**src/rtl/alu_branch_pkg.sv**
```systemverilog
package alu_branch_pkg;
  typedef enum logic [1:0] {
    OP_NONE = 2'b00,
    OP_CMP  = 2'b01,
    OP_ADD  = 2'b10,
    OP_SUB  = 2'b11
  } alu_op_e;

  typedef enum logic [1:0] {
    SEL_NEG  = 2'b00,
    SEL_GT   = 2'b01,
    SEL_EQ   = 2'b10,
    SEL_LT   = 2'b11
  } cond_sel_e;

  typedef struct packed {
    logic neg;
    logic cy;
    logic gt;
    logic eq;
    logic lt;
  } flag_set_t;

  localparam int unsigned FLAG_COUNT = 5;
endpackage

```
**src/rtl/alu_arith_core.sv**
```systemverilog
module alu_arith_core
  import alu_branch_pkg::*;
#(
  parameter int unsigned DATA_W = 16
) (
  input  logic [1:0]        op_i,
  input  logic [DATA_W-1:0] x_i,
  input  logic [DATA_W-1:0] y_i,
  output logic [DATA_W-1:0] result_o,
  output logic              acc_we_o,
  output logic              wr_arith_o,
  output logic              wr_order_o,
  output flag_set_t         next_o
);
  localparam int unsigned EXT_W = DATA_W + 1;

  logic [EXT_W-1:0] sum_ext;
  logic [EXT_W-1:0] dif_ext;
  logic             s_gt;
  logic             s_eq;

  always_comb begin
    sum_ext = {1'b0, x_i} + {1'b0, y_i};
    dif_ext = {1'b0, x_i} - {1'b0, y_i};
    s_eq    = (x_i == y_i);
    s_gt    = ($signed(x_i) > $signed(y_i));
  end

  always_comb begin
    result_o   = x_i;
    acc_we_o   = 1'b0;
    wr_arith_o = 1'b0;
    wr_order_o = 1'b0;
    next_o     = '0;
    unique case (alu_op_e'(op_i))
      OP_ADD: begin
        result_o   = sum_ext[DATA_W-1:0];
        acc_we_o   = 1'b1;
        wr_arith_o = 1'b1;
        next_o.neg = sum_ext[DATA_W-1];
        next_o.cy  = sum_ext[DATA_W];
      end
      OP_SUB: begin
        result_o   = dif_ext[DATA_W-1:0];
        acc_we_o   = 1'b1;
        wr_arith_o = 1'b1;
        next_o.neg = dif_ext[DATA_W-1];
        next_o.cy  = dif_ext[DATA_W];
      end
      OP_CMP: begin
        wr_order_o = 1'b1;
        next_o.gt  = s_gt;
        next_o.eq  = s_eq;
        next_o.lt  = !s_gt && !s_eq;
      end
      default: ;
    endcase
  end
endmodule

```
**src/rtl/alu_flag_store.sv**
```systemverilog
module alu_flag_store
  import alu_branch_pkg::*;
(
  input  logic      clk,
  input  logic      rst_n,
  input  logic      wr_arith_i,
  input  logic      wr_order_i,
  input  flag_set_t next_i,
  output flag_set_t flags_o
);
  flag_set_t state_q;

  always_ff @(posedge clk or negedge rst_n) begin
    if (!rst_n) begin
      state_q <= '0;
    end else begin
      if (wr_arith_i) begin
        state_q.neg <= next_i.neg;
        state_q.cy  <= next_i.cy;
      end
      if (wr_order_i) begin
        state_q.gt <= next_i.gt;
        state_q.eq <= next_i.eq;
        state_q.lt <= next_i.lt;
      end
    end
  end

  assign flags_o = state_q;
endmodule

```
**src/rtl/alu_cond_mux.sv**
```systemverilog
module alu_cond_mux
  import alu_branch_pkg::*;
#(
  parameter int unsigned SEL_W = 2
) (
  input  flag_set_t        flags_i,
  input  logic [SEL_W-1:0] sel_i,
  input  logic             rd_i,
  output logic             take_o
);
  localparam int unsigned LEGS = 1 << SEL_W;

  logic [LEGS-1:0] leg;

  always_comb begin
    leg                  = '0;
    leg[SEL_NEG]         = flags_i.neg;
    leg[SEL_GT]          = flags_i.gt;
    leg[SEL_EQ]          = flags_i.eq;
    leg[SEL_LT]          = flags_i.lt;
    take_o               = rd_i & leg[sel_i];
  end
endmodule

```
**src/rtl/alu_branch_unit.sv**
```systemverilog
module alu_branch_unit
  import alu_branch_pkg::*;
#(
  parameter int unsigned DATA_W = 16,
  parameter int unsigned SEL_W  = 2
) (
  input  logic                  clk,
  input  logic                  rst_n,
  input  logic [1:0]            op_i,
  input  logic [DATA_W-1:0]     x_i,
  input  logic [DATA_W-1:0]     y_i,
  input  logic [SEL_W-1:0]      flag_sel_i,
  input  logic                  flag_rd_i,
  output logic [DATA_W-1:0]     result_o,
  output logic                  acc_we_o,
  output logic [FLAG_COUNT-1:0] flags_o,
  output logic                  branch_take_o
);
  logic      wr_arith;
  logic      wr_order;
  flag_set_t next_flags;
  flag_set_t cur_flags;

  alu_arith_core #(.DATA_W(DATA_W)) u_core (
    .op_i       (op_i),
    .x_i        (x_i),
    .y_i        (y_i),
    .result_o   (result_o),
    .acc_we_o   (acc_we_o),
    .wr_arith_o (wr_arith),
    .wr_order_o (wr_order),
    .next_o     (next_flags)
  );

  alu_flag_store u_flags (
    .clk        (clk),
    .rst_n      (rst_n),
    .wr_arith_i (wr_arith),
    .wr_order_i (wr_order),
    .next_i     (next_flags),
    .flags_o    (cur_flags)
  );

  alu_cond_mux #(.SEL_W(SEL_W)) u_mux (
    .flags_i (cur_flags),
    .sel_i   (flag_sel_i),
    .rd_i    (flag_rd_i),
    .take_o  (branch_take_o)
  );

  assign flags_o = cur_flags;
endmodule

```
**config.mk**
```make
export PLATFORM = sky130hd
export DESIGN_NAME = alu_branch_unit
export DESIGN_NICKNAME = d
export VERILOG_FILES = /design/src/rtl/alu_branch_pkg.sv /design/src/rtl/alu_arith_core.sv /design/src/rtl/alu_flag_store.sv /design/src/rtl/alu_cond_mux.sv /design/src/rtl/alu_branch_unit.sv
export SDC_FILE = /design/constraint.sdc
export NUM_CORES = 1
export LEC_CHECK = 0
export BUFFER_PORTS_ARGS = -buffer_cell sky130_fd_sc_hd__buf_2
export CORE_ASPECT_RATIO = 0.75
export CORE_MARGIN = 4
export CORE_UTILIZATION = 45
export DETAILED_ROUTE_END_ITERATION = 6
export HOLD_SLACK_MARGIN = 0.1
export PLACE_DENSITY = 0.82
export SLEW_MARGIN = 20
export SYNTH_ARGS = -nofsm -noshare
export SYNTH_HDL_FRONTEND = slang
export SYNTH_SLANG_ARGS = --single-unit
export TNS_END_PERCENT = 5
```
**constraint.sdc**
```tcl
create_clock -name clk -period 5.33 [get_ports clk]
set_input_delay 1.066 -clock clk [delete_from_list [all_inputs] [get_ports clk]]
set_output_delay 1.066 -clock clk [all_outputs]
set_load 0.02 [all_outputs]
```
== Word-level counts from Yosys, hierarchy flattened ==
Index checks and enable logic that the tools add are counted.
Operators by class
  bitwise logic cells: 1
  reduce and logical (&&, ||, !) cells: 4
  $lt $le $gt $ge: 2
  muxes and demuxes: 7
  add/sub/neg operators: 2
  equal/unequal tests: 4
Operator list (number)
  one-hot mux 16 bit (2 select lines): 1
  adder 16 x 16 -> 17 bit: 1
  subtractor 16 x 16 -> 17 bit: 1
  == test 16 bit: 1
  > comparator 16 bit: 1
  == test 2 bit, second input constant: 2
  one-hot mux 2 bit (2 select lines): 1
  less-than comparator 2 x 3 -> 1 bit, second input constant: 1
  2-to-1 mux 1 bit: 3
  2-to-1 mux 3 bit: 1
  binary-select mux 1 bit (select 2 bit): 1
  == test 2 x 1 -> 1 bit, second input constant: 1
  logical NOT 1 bit: 2
  OR reduction 2 bit: 1
  AND 1 bit: 1
  logical AND 1 bit: 1
Storage, ports and cells
  input bits: 39
  bits in registers: 5
  output and inout port bits: 23
  word-level logic and storage cells: 25

== Longest topological paths before layout ==
  depth after elaboration: 4
  depth in mapped cells: 11
  depth with buffers taken out: 11

== Hierarchy ==
Synthesis repeated with hierarchy kept, for this count alone.
Second synthesis, totals
  cells, all modules: 306
  area, all modules: 2188.3 um2
By module, submodules not included
  alu_arith_core: times used 1, cells an instance 294, area each 1978.1 um2, seq. area each 0.0 um2
  alu_flag_store: times used 1, cells an instance 10, area each 181.4 um2, seq. area each 125.1 um2
  alu_cond_mux: times used 1, cells an instance 2, area each 28.8 um2, seq. area each 0.0 um2

== Least setup slack after synthesis ==
No wires, ideal clock.
  kind: input to output
  from: input port x_i[0]
  to: output port result_o[14]
  required time: 4.264 ns
  stages: 8
  path buffers: 0
  slack: 1.223 ns
  data arrival time: 3.041 ns
  path through: ha_1 -> fa_1 -> a21oi_2 -> o22ai_1 -> o41ai_1 -> o22ai_1 -> or3_1 -> a31oi_1
Between the ends
  longest elaborated chain between the ends: 2
  elaborated cells on any way between the ends: 3
  those cells by class: 2 x add/sub; 1 x mux
RTL lines
  start, declared: RTL line alu_branch_unit.sv:10  | input logic [DATA_W-1:0] x_i,
  subtractor 16 x 16 -> 17 bit or adder 16 x 16 -> 17 bit (tied branches): RTL line alu_arith_core.sv:24, alu_arith_core.sv:23
  one-hot mux 16 bit (2 select lines) (*): RTL line alu_arith_core.sv:35  | unique case (alu_op_e'(op_i))
  end, declared: RTL line alu_branch_unit.sv:14  | output logic [DATA_W-1:0] result_o,
Every way passes the cells marked *; elsewhere a longest branch is shown, timed or not.

== Final worst setup path ==
  from: input port x_i[0]
  to: output port result_o[8]
Same word-level chain as after synthesis.

==> metrics.md <==
| Metric | Value |
|---|---|
| Status | `complete, no violations` |
| H-Tree Level Count | `1` |
| Worst-margin pin slew | `between 0.7 and 0.8 ns` |
| Slowest cell on the critical path | `a2111oi_0` |
| Final hold vios | `0` |
| Comb power frac | `0.712` |
| Gr ovfl total | `0` |
| Largest net degree at the start of global routing | `27` |
| Die area | `between 5000 and 6000 um2` |
| Min cycle time layout | `4.46 ns` |
| Int Pwr | `about 0.21 mW` |
| Yosys warns | `0` |
| Post-synth top flop | `dfrtp_1` |
| Synth top area share | `0.195` |
| Largest area contributor in the netlist | `ha_1` |
| DRT Wirelength | `around 5.8 mm` |
| Row count | `21` |
| Peak VDD IR | `between 0.08 and 0.09 mV` |
| Worst Path Max Fanout | `4` |
| CTS tree | `yes` |
| Chip height | `between 60 and 70 um` |
| Setup_tns | `0 ns` |
| Post-route ant nets | `0` |
| CP max stage delay | `between 0.4 and 0.5 ns` |
| PD cells | `about 170 nW/um2` |
| Clock latency at the later pin of the worst-skew pair | `between 0.2 and 0.25 ns` |
| Fin area | `roughly 2500 um2` |
| WP data arrival | `between 3 and 4 ns` |
| Global-route wire length before repair | `9.37 mm` |
| Crit path required time | `4.26 ns` |
| Total Nets Final | `approximately 420` |
| DRC | `0` |
| DP Cell Count | `394` |
| Period utilisation layout | `0.836` |
| Pleak | `around 1.2 nW` |
| Cells after Synth | `290` |
| Mapped Nets | `364` |
| Max reg flops | `5` |
| Cell family with most CP delay | `compound AO/OA/AOI/OAI gates` |
| Relative slew slack | `0.471` |
| Wire per inst | `about 14 um` |
| DRT iter0 DRCs | `between 200 and 250` |
| Clk buf depth | `2` |
| Cell Count, Final, Fillers Out | `approximately 400` |
| Core area | `~4500 um2` |
| Cell variety after synth | `59` |
| Ports | `between 60 and 70` |
| Post-CTS Resized | `0` |
| FF+latch count, synth | `5` |
| Hold buffer count at CTS | `0` |
| Via density | `around 5.7` |
| Max-Cap Viols | `0` |
| Slew Limit Fails | `0` |
| Post-synth EDFFs | `0` |
| Sink Count | `5` |
| Final HPWL DP | `4.71 mm` |
| Part of the power in the clock network | `0.174` |
| Most frequent cells in the layout | `61 x buf_2, 34 x nor2_1, 33 x ha_1, 31 x inv_1, 21 x a21oi_1` |
| Layout area overhead | `16.9%` |
| Initial core utilization | `0.470` |
| RSZ-0062 raised after global routing | `false` |
| Pre-CTS setup slack | `0.917 ns` |
| Input/output buffers | `61` |
| P_sw | `around 0.20 mW` |
| Drt pass-1 iters | `5` |
| GRT Total Usage | `0.195` |
| Mapped cell area | `between 2000 and 2500 um2` |
| Setup slack after layout | `~0.87 ns` |
| Setup Buffers After CTS | `0` |
| Worst Hold Class | `reg2reg` |
| Most common cell after layout, fill and taps aside | `buf_2` |
| Share of cells above drive strength 1 | `0.264` |
| Most used cell, CP | `buf_2` |
| Worst clock skew | `0 ns` |
| RD Place Congestion | `just over 0.9` |
| Antenna Cells | `0` |
| Main area contributors after synthesis | `ha_1 20%, nor2_1 6.0%, dfrtp_1 5.9%` |
| Setup violators final | `0` |
| Clock-pin slew on the worst setup and hold paths | `0.03 ns` |
| Async SR Flop Fraction | `1.00` |
| Syn_area_per_cell | `about 7.3 um2` |
| CTS Root Cell | `clkbuf_8` |
| Post-synthesis sequential area ratio | `0.0592` |
| Critical Path, Cell by Cell | `buf_2, ha_1, fa_1, a21oi_2, o221ai_1, a2111oi_0, a21oi_1, xnor2_1, mux2_2, buf_2` |
| Number of CTS-inserted buffers | `3` |
| Worst Setup Start Kind | `input port` |
| Switch share | `0.482` |
| Initial antenna violation count | `0` |
| Chip width | `about 87 um` |
| CP endpoint kind | `output pin` |
| Critical path buffer and inverter count | `2` |
| Reg power frac | `0.114` |
| Kind of critical path | `in2out` |
| Number of global-route vias before repair | `1990` |
| Placement Cell Area | `about 2400 um2` |
| Fmax | `between 200 and 250 MHz` |
| Number of vias in the routed layout | `around 2300` |
-- kinds of logic after synthesis --
kind of cell,count (synthesis),synth area share
XOR/XNOR,11,0.0456
multiplexers,13,0.0746
adder cells (fa/ha/maj),35,0.214
flip-flops,5,0.0592
AND/OR/NAND/NOR,78,0.166
buffers and inverters,49,0.0930
AO/OA/AOI/OAI,99,0.348
-- cells in the mapped netlist (all sizes together), types with 2 or more instances --
master   number
a31oi         5
o21a          5
nor3          8
mux2i         3
a211oi        4
buf           7
o41ai         2
mux2          9
fa            2
a211o         2
xnor2        10
o21ai        16
clkbuf        7
a2111oi       2
o22ai         4
nand3         5
o211ai        4
nand2        15
or3           4
inv          33
a21o          4
o2111ai       2
nor2b         7
o221ai        3
ha           33
a21oi        26
o31ai         6
dfrtp         5
clkinv        2
nor2         34
o21bai        3
-- power groups by stage --
stage / Clock [mW] / Combinational (mW) / Sequential, mW
finish: 0.0719 / 0.295 / 0.0472
global route: 0.0759 / 0.325 / 0.0479
CTS: 0.0737 / 0.292 / 0.0471
detailed placement: 0 / 0.291 / 0.0476
global placement: 0 / 0.287 / 0.0473
floorplan: 0 / 0.207 / 0.0539
-- per-layer routing --
metal,GRT usage,share of wire,vias up
met5,0,0,-
met4,0.0249,0.0050,0
met1,0.297,0.49,1009
li1,-,-,1146
met2,0.291,0.41,94
met3,0.0366,0.087,4
-- path summary, 6_finish.rpt --
| kind | slack, ns | startpoint | cells past startpoint | to |
|---|---|---|---|---|
| min | 0.52 | u_flags.flags_o[2]$_DFFE_PN0P_ | 1 | u_flags.flags_o[2]$_DFFE_PN0P_ |
| max | 0.87 | x_i[0] | 10 | result_o[8] |
| max in group asynchronous | 4.53 | rst_n | 1 | u_flags.flags_o[0]$_DFFE_PN0P_ |
| min in group asynchronous | 0.65 | rst_n | 1 | u_flags.flags_o[4]$_DFFE_PN0N_ |
| min reg2reg | 0.52 | u_flags.flags_o[2]$_DFFE_PN0P_ | 1 | u_flags.flags_o[2]$_DFFE_PN0P_ |
| max reg2reg | 4.64 | u_flags.flags_o[2]$_DFFE_PN0P_ | 1 | u_flags.flags_o[2]$_DFFE_PN0P_ |
-- per-stage QoR --
stage	power, mW	hold WS [ns]	utilization
finish	0.414	0.524	0.550
global route	0.448	0.574	0.550
CTS	0.413	0.520	0.550
detailed placement	0.338	0.513	0.540
global placement	0.335	0.506	0.540
floorplan	0.261	0.619	-
-- cell type report --
class	instances	area (um2)
flip-flops and latches	5	125
fillers	441	2020
inverters	35	131
clock buffers	4	45.0
well taps	57	71.3
multi-input cells	236	1790
repair buffers	61	305
Power figures use the tool's default switching activity.
